[config.mk]
export PLATFORM = sky130hd
export DESIGN_NAME = edge_pattern_player
export DESIGN_NICKNAME = d
export VERILOG_FILES = /design/src/rtl/pb_pkg.sv /design/src/rtl/pb_nco.sv /design/src/rtl/pb_seq.sv /design/src/rtl/pb_bitram.sv /design/src/rtl/pb_shape_tbl.sv /design/src/rtl/edge_pattern_player.sv
export SDC_FILE = /design/constraint.sdc
export NUM_CORES = 1
export LEC_CHECK = 0
export CORE_UTILIZATION = 35
export CTS_BUF_LIST = sky130_fd_sc_hd__clkbuf_4
export CTS_CLUSTER_SIZE = 12
export DETAILED_ROUTE_END_ITERATION = 10
export GPL_ROUTABILITY_DRIVEN = 0
export GPL_TIMING_DRIVEN = 0
export PLACE_DENSITY = 0.52
export SLEW_MARGIN = 0
export SYNTH_ARGS = -nofsm -noshare
export SYNTH_HDL_FRONTEND = slang
export SYNTH_SLANG_ARGS = --single-unit
[constraint.sdc]
create_clock -name clk -period 7.6 [get_ports clk]
set_input_delay 1.52 -clock clk [delete_from_list [all_inputs] [get_ports clk]]
set_output_delay 1.52 -clock clk [all_outputs]
set_load 0.1 [all_outputs]
[src/rtl/pb_pkg.sv]
package pb_pkg;
    localparam int PT_W  = 3;
    localparam int PTS   = 1 << PT_W;
    localparam int SHP_AW = PT_W + 2;

    typedef logic [PT_W-1:0] pt_t;

    typedef struct packed {
        logic prev;
        logic cur;
        pt_t  pt;
    } shp_idx_t;

    function automatic shp_idx_t make_idx(logic prev, logic cur, pt_t pt);
        shp_idx_t r;
        r.prev = prev;
        r.cur  = cur;
        r.pt   = pt;
        return r;
    endfunction

    function automatic logic is_last_pt(pt_t pt);
        return pt == pt_t'(PTS - 1);
    endfunction
endpackage

[src/rtl/pb_nco.sv]
module pb_nco #(
    parameter int ACC_W = 16
) (
    input  logic             clk,
    input  logic             rst,
    input  logic             run,
    input  logic [ACC_W-1:0] step,
    output logic             tick
);
    logic [ACC_W-1:0] acc;
    logic [ACC_W:0]   sum;

    always_comb begin
        sum  = {1'b0, acc} + {1'b0, step};
        tick = run & sum[ACC_W];
    end

    always_ff @(posedge clk) begin
        if (rst || !run) acc <= '0;
        else             acc <= sum[ACC_W-1:0];
    end
endmodule

[src/rtl/pb_seq.sv]
module pb_seq
    import pb_pkg::*;
#(
    parameter int ADDR_W = 8
) (
    input  logic              clk,
    input  logic              rst,
    input  logic              run,
    input  logic              tick,
    input  logic              cur_bit,
    input  logic [ADDR_W-1:0] pat_last,
    output pt_t               pt_idx,
    output logic [ADDR_W-1:0] bit_addr,
    output logic              prev_bit,
    output logic [ADDR_W-1:0] act_last
);
    logic bit_end;
    logic wrap;

    always_comb begin
        bit_end = tick & is_last_pt(pt_idx);
        wrap    = bit_end & (bit_addr == act_last);
    end

    always_ff @(posedge clk) begin
        if (rst || !run) begin
            pt_idx   <= '0;
            bit_addr <= '0;
            prev_bit <= 1'b0;
            act_last <= pat_last;
        end else if (tick) begin
            pt_idx <= pt_idx + pt_t'(1);
            if (bit_end) begin
                prev_bit <= cur_bit;
                if (wrap) begin
                    bit_addr <= '0;
                    act_last <= pat_last;
                end else begin
                    bit_addr <= bit_addr + ADDR_W'(1);
                end
            end
        end
    end
endmodule

[src/rtl/pb_bitram.sv]
module pb_bitram #(
    parameter int ADDR_W = 8
) (
    input  logic              clk,
    input  logic              we,
    input  logic [ADDR_W-1:0] waddr,
    input  logic              wbit,
    input  logic [ADDR_W-1:0] raddr,
    output logic              rbit
);
    localparam int DEPTH = 1 << ADDR_W;
    logic [DEPTH-1:0] bits;

    always_ff @(posedge clk) begin
        if (we) bits[waddr] <= wbit;
    end

    assign rbit = bits[raddr];
endmodule

[src/rtl/pb_shape_tbl.sv]
module pb_shape_tbl
    import pb_pkg::*;
#(
    parameter int SAMP_W = 12
) (
    input  logic                     clk,
    input  logic                     we,
    input  logic [SHP_AW-1:0]        waddr,
    input  logic signed [SAMP_W-1:0] wdata,
    input  shp_idx_t                 raddr,
    output logic signed [SAMP_W-1:0] rdata
);
    localparam int N = 1 << SHP_AW;
    logic signed [SAMP_W-1:0] tbl [N];

    always_ff @(posedge clk) begin
        if (we) tbl[waddr] <= wdata;
    end

    assign rdata = tbl[raddr];
endmodule

[src/rtl/edge_pattern_player.sv]
module edge_pattern_player
    import pb_pkg::*;
#(
    parameter int ADDR_W = 8,
    parameter int ACC_W  = 16,
    parameter int SAMP_W = 12
) (
    input  logic                     clk,
    input  logic                     rst,
    input  logic                     en,
    input  logic [ACC_W-1:0]         step,
    input  logic [ADDR_W-1:0]        pat_last,
    input  logic                     pat_we,
    input  logic [ADDR_W-1:0]        pat_waddr,
    input  logic                     pat_wbit,
    input  logic                     shp_we,
    input  logic [SHP_AW-1:0]        shp_waddr,
    input  logic signed [SAMP_W-1:0] shp_wdata,
    output logic                     smp_valid,
    output logic signed [SAMP_W-1:0] smp_data
);
    logic                     tick;
    pt_t                      pt_idx;
    logic [ADDR_W-1:0]        bit_addr;
    logic [ADDR_W-1:0]        act_last;
    logic                     prev_bit;
    logic                     cur_bit;
    shp_idx_t                 sidx;
    logic signed [SAMP_W-1:0] shp_val;

    pb_nco #(.ACC_W(ACC_W)) u_nco (
        .clk(clk), .rst(rst), .run(en), .step(step), .tick(tick)
    );

    pb_seq #(.ADDR_W(ADDR_W)) u_seq (
        .clk(clk), .rst(rst), .run(en), .tick(tick), .cur_bit(cur_bit),
        .pat_last(pat_last), .pt_idx(pt_idx), .bit_addr(bit_addr),
        .prev_bit(prev_bit), .act_last(act_last)
    );

    pb_bitram #(.ADDR_W(ADDR_W)) u_ram (
        .clk(clk), .we(pat_we), .waddr(pat_waddr), .wbit(pat_wbit),
        .raddr(bit_addr), .rbit(cur_bit)
    );

    assign sidx = make_idx(prev_bit, cur_bit, pt_idx);

    pb_shape_tbl #(.SAMP_W(SAMP_W)) u_tbl (
        .clk(clk), .we(shp_we), .waddr(shp_waddr), .wdata(shp_wdata),
        .raddr(sidx), .rdata(shp_val)
    );

    always_ff @(posedge clk) begin
        if (rst) begin
            smp_valid <= 1'b0;
            smp_data  <= '0;
        end else begin
            smp_valid <= tick;
            if (tick) smp_data <= shp_val;
        end
    end
endmodule

# Word-level counts from Yosys, hierarchy flattened
# Memories as Yosys holds them, arrays and structs flattened. A register that Yosys moved wholly into a read port is not among the register bits.
# Index checks and enable logic that the tools add are counted.
[totals]
regBits = 293
ramBits = 384
input_bits = 55
output_inout_bits = 13
word_cells = 39
n_memories = 1
[memory_table]
columns = ["memory", "words", "width", "read_ports", "rd_clocked_by_memory_dff", "wr", "line_no", "rtl"]
rows = [
  ["u_tbl.tbl", 32, 12, 1, 1, 1, "pb_shape_tbl.sv:14", "logic signed [SAMP_W-1:0] tbl [N];"],
]
[classes]
addsub = 3
order_cmp = 3
eq_ne = 2
muxes = 12
bitwise = 3
n_reduce_logical = 8
[ops]
columns = ["cell", "n"]
rows = [
  ["$bwmux W256", 1],
  ["$mux W8", 5],
  ["$lt A8 B9 Y1 const B", 2],
  ["$add A16 B16 Y17", 1],
  ["$add A8 B1 Y8 const B", 1],
  ["$bmux W1 S8", 1],
  ["$demux W1 S8", 1],
  ["$eq A8 B8 Y1", 1],
  ["$ge A8 B1 Y1 const B", 1],
  ["$reduce_bool A2 Y1", 3],
  ["$mux W1", 4],
  ["$add A3 B1 Y3 const B", 1],
  ["$and A1 B1 Y1", 3],
  ["$eq A3 B3 Y1 const B", 1],
  ["$reduce_and A3 Y1", 1],
  ["$reduce_and A2 Y1", 1],
  ["$logic_and A1 B1 Y1", 1],
  ["$logic_not A1 Y1", 1],
  ["$logic_or A1 B1 Y1", 1],
]

# Logic depth before layout (Yosys ltp)
[logic_depth]
word_depth = 8
ltp_mapped = 15
ltp_nobuf = 11

# Cells and area by module
# Synthesis repeated with hierarchy kept, for this count alone.
[hier_totals]
cells_unflattened = 1912
hier_area_um2 = 29084.1
[by_module_without_submodules]
columns = ["mod", "n_inst", "cells_per_inst", "area_each_um2"]
rows = [
  ["pb_shape_tbl", 1, 856, 15228.4],
  ["pb_bitram", 1, 788, 11202.0],
  ["pb_nco", 1, 150, 1302.5],
  ["pb_seq", 1, 77, 883.3],
  ["edge_pattern_player", 1, 41, 467.9],
]

# Worst setup path before layout
# OpenSTA, ideal clock, no wires.
[synth_timing]
path_kind = "input port to flip-flop"
from = "input port step[9]"
to = "register u_seq.bit_addr[7]"
setup_ns = 0.115
t_arrival_ns = 3.982
required_ns = 7.485
path_slack_ns = 3.502
cell_stages = 11
path_buffers = 1
path_cell_list = "ha_1 > a21oi_1 > nor2b_1 > or2_2 > a221oi_1 > a21oi_1 > o2111a_1 > o21ai_0 > clkbuf_1 > nor4_1 > o21ba_2"
[synth_between]
elab_chain_len = 5
word_cells_on_any_way = 6
[synth_lines]
columns = ["item", "line_no", "rtl"]
rows = [
  ["start, declared", "edge_pattern_player.sv:11", "input logic [ACC_W-1:0] step,"],
  ["$add A16 B16 Y17 *", "pb_nco.sv:14", "sum = {1'b0, acc} + {1'b0, step};"],
  ["$and A1 B1 Y1 *", "pb_nco.sv:15", "tick = run & sum[ACC_W];"],
  ["$and A1 B1 Y1", "pb_seq.sv:21", "bit_end = tick & is_last_pt(pt_idx);"],
  ["$and A1 B1 Y1", "pb_seq.sv:22", "wrap = bit_end & (bit_addr == act_last);"],
  ["$mux W8", "pb_seq.sv:35", "if (wrap) begin"],
  ["end signal, assigned", "pb_seq.sv:39", "bit_addr <= bit_addr + ADDR_W'(1);"],
  ["end, declared", "pb_seq.sv:13", "output logic [ADDR_W-1:0] bit_addr,"],
]
# Mark *: on every way between the ends. The rest lies on a longest branch, timed or not.
# A chain may end at the register's enable or synchronous reset.

# Worst setup path in the final report
[layout_timing]
from = "register u_seq.bit_addr[1]"
to = "register smp_data[6], read port of u_tbl.tbl"
[layout_between]
elab_chain_len = 2
[layout_lines]
columns = ["item", "line_no", "rtl"]
rows = [
  ["$bmux W1 S8", "pb_bitram.sv:18", "assign rbit = bits[raddr];"],
  ["$mux W1 (not written as such)", "pb_bitram.sv:18", ""],
  ["end, declared", "edge_pattern_player.sv:20", "output logic signed [SAMP_W-1:0] smp_data"],
]
# No other way between the ends. The select of a mux whose other input is x is not followed.

==> impl_metrics.tcl <==
set metrics [dict create \
    status "finished, final reports clean" \
    die_height_um 289 \
    synth_fp_nets 1844 \
    hold_buffers 0 \
    cp.required_ns 8.51 \
    cp.buffers_inverters 5 \
    r2r-start "u_seq.bit_addr[1]" \
    synthArstFlopShare_pct 0 \
    drv_slew 0 \
    htreeDepth 4 \
    grt.overflow.total 0 \
    layout_setup_ws_ns 3.05 \
    worstReg2RegEnd "smp_data[6]" \
    grt_pass1_wl_um 114000 \
    cp-end-kind "flop" \
    die_x_um 289 \
    avgSynthCellArea_sq_um 16.3 \
    tightest_slew_ns 1.38 \
    startpoint_type "flop" \
    placed_cell_area_sq_mm 0.0308 \
    rows 104 \
    die_area_sq_mm 0.0835 \
    worstHoldStart "u_seq.prev_bit" \
    worst_r2r_path_depth 13 \
    synth_cells 1769 \
    maxSlewHeadroom_pct 7.53 \
    fin_tns_setup_ns 0 \
    grt_pass1_vias 17700 \
    fmax_mhz 220 \
    clk_latency_ns 1.06 \
    cts_tree "done" \
    drc 0 \
    skew_ns 0.0749 \
    rrSetupSlack_ns 3.05 \
    cts.clk_slew.worst_paths_ns 0.06 \
    post_cts_resized 0 \
    hold_violations 0 \
    cts_sinks 689 \
    fin_crit_sh_pct 59.9 \
    start_util_pct 35.6 \
    antenna_found_initial 3 \
    drive_gt1_share_pct 22.9 \
    numPortBuffers 67 \
    leakage_nw 10.2 \
    cts_root_buf "clkbuf_4" \
    areaGrowthSynthToFinish_pct 15.3 \
    hold_ws_ns 0.528 \
    crit_top_cell "buf_2" \
    min_to "u_seq.prev_bit" \
    detail_route.first_pass.iterations 8 \
    critical_path.top_delay_family "buffers and inverters" \
    drt_iter0_markers 1430 \
    finalNetCount 2097 \
    arrival_ns 5.45 \
    num_io_pins 68 \
    final_cell_area_sq_mm 0.0333 \
    rsz0062_at_grt "false" \
    track_usage_pct 19.0 \
    crit_chain "buf_4 > buf_2 > buf_2 > mux2i_1 > o21ba_2 > o221ai_1 > a31oi_4 > o31a_4 > buf_8 > clkbuf_1 > o211ai_1 > a21oi_1 > nor4_1" \
    synth.distinct_cells 67 \
    hp-class "flop to flop" \
    peakVddDrop_v 0.000133 \
    critical-path-max-stage-delay_ns 0.54 \
    cts_buffers 183 \
    coreArea_sq_mm 0.0811 \
    ys_seq_area_share_pct 70.3 \
    yosys_warnings 0 \
    report.final.setup_viol 0 \
    cts_setup_buffers 0 \
    whs_path_depth 2 \
    powerDensity_mw_per_mm2 236 \
    syn_area_sq_mm 0.0288 \
    path_max_fanout 10 \
    synth_edf_count 648 \
    place_ws_ns 2.33 \
    drv_cap 0 \
    vias 17300 \
    ys_seq_elements 689 \
    post-route-min-period_ns 4.55 \
    clockBufferDepth 3 \
    viasPerCell 5.34 \
    ant_nets 0 \
    slowest_stage "a31oi_4" \
    grt_max_degree 137 \
    hpwl_um 50100 \
    totalWireLength_um 78000 \
    crit_type "flop to flop" \
    ys.flop_type "edfxtp_1" \
    wl_per_cell_um 24.1 \
]
## placed cells by master (no fill, tap or decap), types with 4 or more instances in the layout
cell type / count
o21ai_0: 16
nand4_1: 12
nor4_1: 13
buf_2: 18
diode_2: 6
buf_1: 11
buf_4: 6
nor3_1: 13
inv_1: 56
a21oi_1: 33
nand3_1: 21
a21boi_0: 13
clkbuf_1: 84
mux2i_1: 21
or3b_2: 4
ha_1: 19
nand2_1: 39
clkdlybuf4s50_1: 58
nand2b_1: 6
clkbuf_4: 266
nand3b_1: 7
xor2_1: 6
dfxtp_1: 41
clkinv_8: 7
nor2b_1: 14
mux4_2: 157
xnor2_1: 14
a31oi_1: 4
o311ai_0: 45
nor2_1: 337
a21o_1: 5
buf_6: 4
clkinv_1: 45
clkinv_2: 10
edfxtp_1: 648
o22ai_1: 4
o211ai_1: 46
## synth_stat cells (3+ instances only)
master       n  area [sq um]
o311ai_0    45           394
dfxtp_1     41           821
o21a_1       3          22.5
nand2_1     39           146
inv_1       56           210
nand3b_1     7          52.6
buf_2       10          50.1
a31oi_1      4          25.0
o21ai_0     16          80.1
or3b_2       4          35.0
nor3_1      13          65.1
a21o_1       5          37.5
or3_1        3          18.8
a21oi_1     33           165
xnor2_1     14           123
o211ai_1    46           345
xor2_1       6          52.6
a21boi_0    13          97.6
clkbuf_1    84           315
nand3_1     21           105
nor2_1     337          1260
nor2b_1     14          87.6
mux2i_1     21           210
mux4_2     157          3540
o22ai_1      4          25.0
nor4_1      13          81.3
nand4_1     12          75.1
edfxtp_1   648         19500
ha_1        19           238
buf_1       11          41.3
a41oi_1      3          26.3
nand2b_1     6          37.5
buf_4        6          45.0
o2111ai_1    3          26.3
buf_6        3          33.8
a22oi_1      3          22.5
and3_1       3          18.8
a211oi_1     3          22.5
mux2_2       3          33.8
## final cells by class
cell class	count	area (sq um)
fill	7505	47800
timing repair buffer	68	659
inverter	57	214
clock inverter	69	417
sequential	689	20300
tap	1060	1330
clock buffer	266	2000
buffer	117	541
antenna	6	15.0
multi-input combinational	906	7800
## tightest hold or removal path, stage by stage (launching register included)
cell and delay, ns:
dfxtp_1 0.31, a21oi_1 0.11, a311oi_1 0.06
## logic make-up after synthesis
| family | after synthesis | synth area share [%] |
|---|---|---|
| muxes | 182 | 13.2 |
| and+or+nand+nor | 482 | 7.15 |
| adders and majority gates | 20 | 0.894 |
| buffers and inverters | 174 | 2.62 |
| DFF | 689 | 70.3 |
| AOI/OAI and AO/OA | 202 | 5.22 |
| xor gates and xnor gates | 20 | 0.607 |
## per-layer routing
metal	vias to the layer above	part of all wire, %	GRT usage (%)
met3	137	6.5	4.20
li1	7588	-	-
met1	8897	41	24.4
met2	655	50	31.7
met5	-	0.017	0
met4	2	2.3	6.34
## power breakdown
part	internal [W]	switching (W)
registers	0.00419	0.0000174
clock network	0.00165	0.00163
logic	0.000113	0.000239
## sequential cells by signal, indices dropped and copies added (netlist names)
| signal | cells |
|---|---|
| smp_valid | 1 |
| u_seq.act_last | 8 |
| u_ram.bits | 256 |
| u_seq.pt_idx | 3 |
| u_tbl.tbl | 384 |
| smp_data | 12 |
| u_seq.bit_addr | 8 |
| u_seq.prev_bit | 1 |
| u_nco.acc | 16 |
## how the worst max path moves through the flow
stage	startpoint	to	slack, ns	cells after the start
after global routing	u_seq.bit_addr[1]	smp_data[3]	2.84	13
final	u_seq.bit_addr[1]	smp_data[6]	3.05	13
after CTS	u_seq.bit_addr[1]	smp_data[6]	2.98	13
after detailed placement	step[0]	u_seq.bit_addr[7]	2.33	12
after global placement	pat_wbit	u_ram.bits[122]	-0.71	1
after floorplan	step[9]	u_seq.bit_addr[7]	3.50	11
## per-stage QoR
| step | std cells | utilization (%) | power [W] |
|---|---|---|---|
| after global routing | 3236 | 41.0 | 0.00816 |
| after detailed placement | 2897 | 38.1 | 0.00465 |
| after floorplan | 1769 | - | 0.00447 |
| final | 3238 | 41.0 | 0.00784 |
| after global placement | 2896 | 38.0 | 0.00465 |
| after CTS | 3232 | 41.0 | 0.00796 |
No activity file was read; power rests on OpenSTA's default activity.
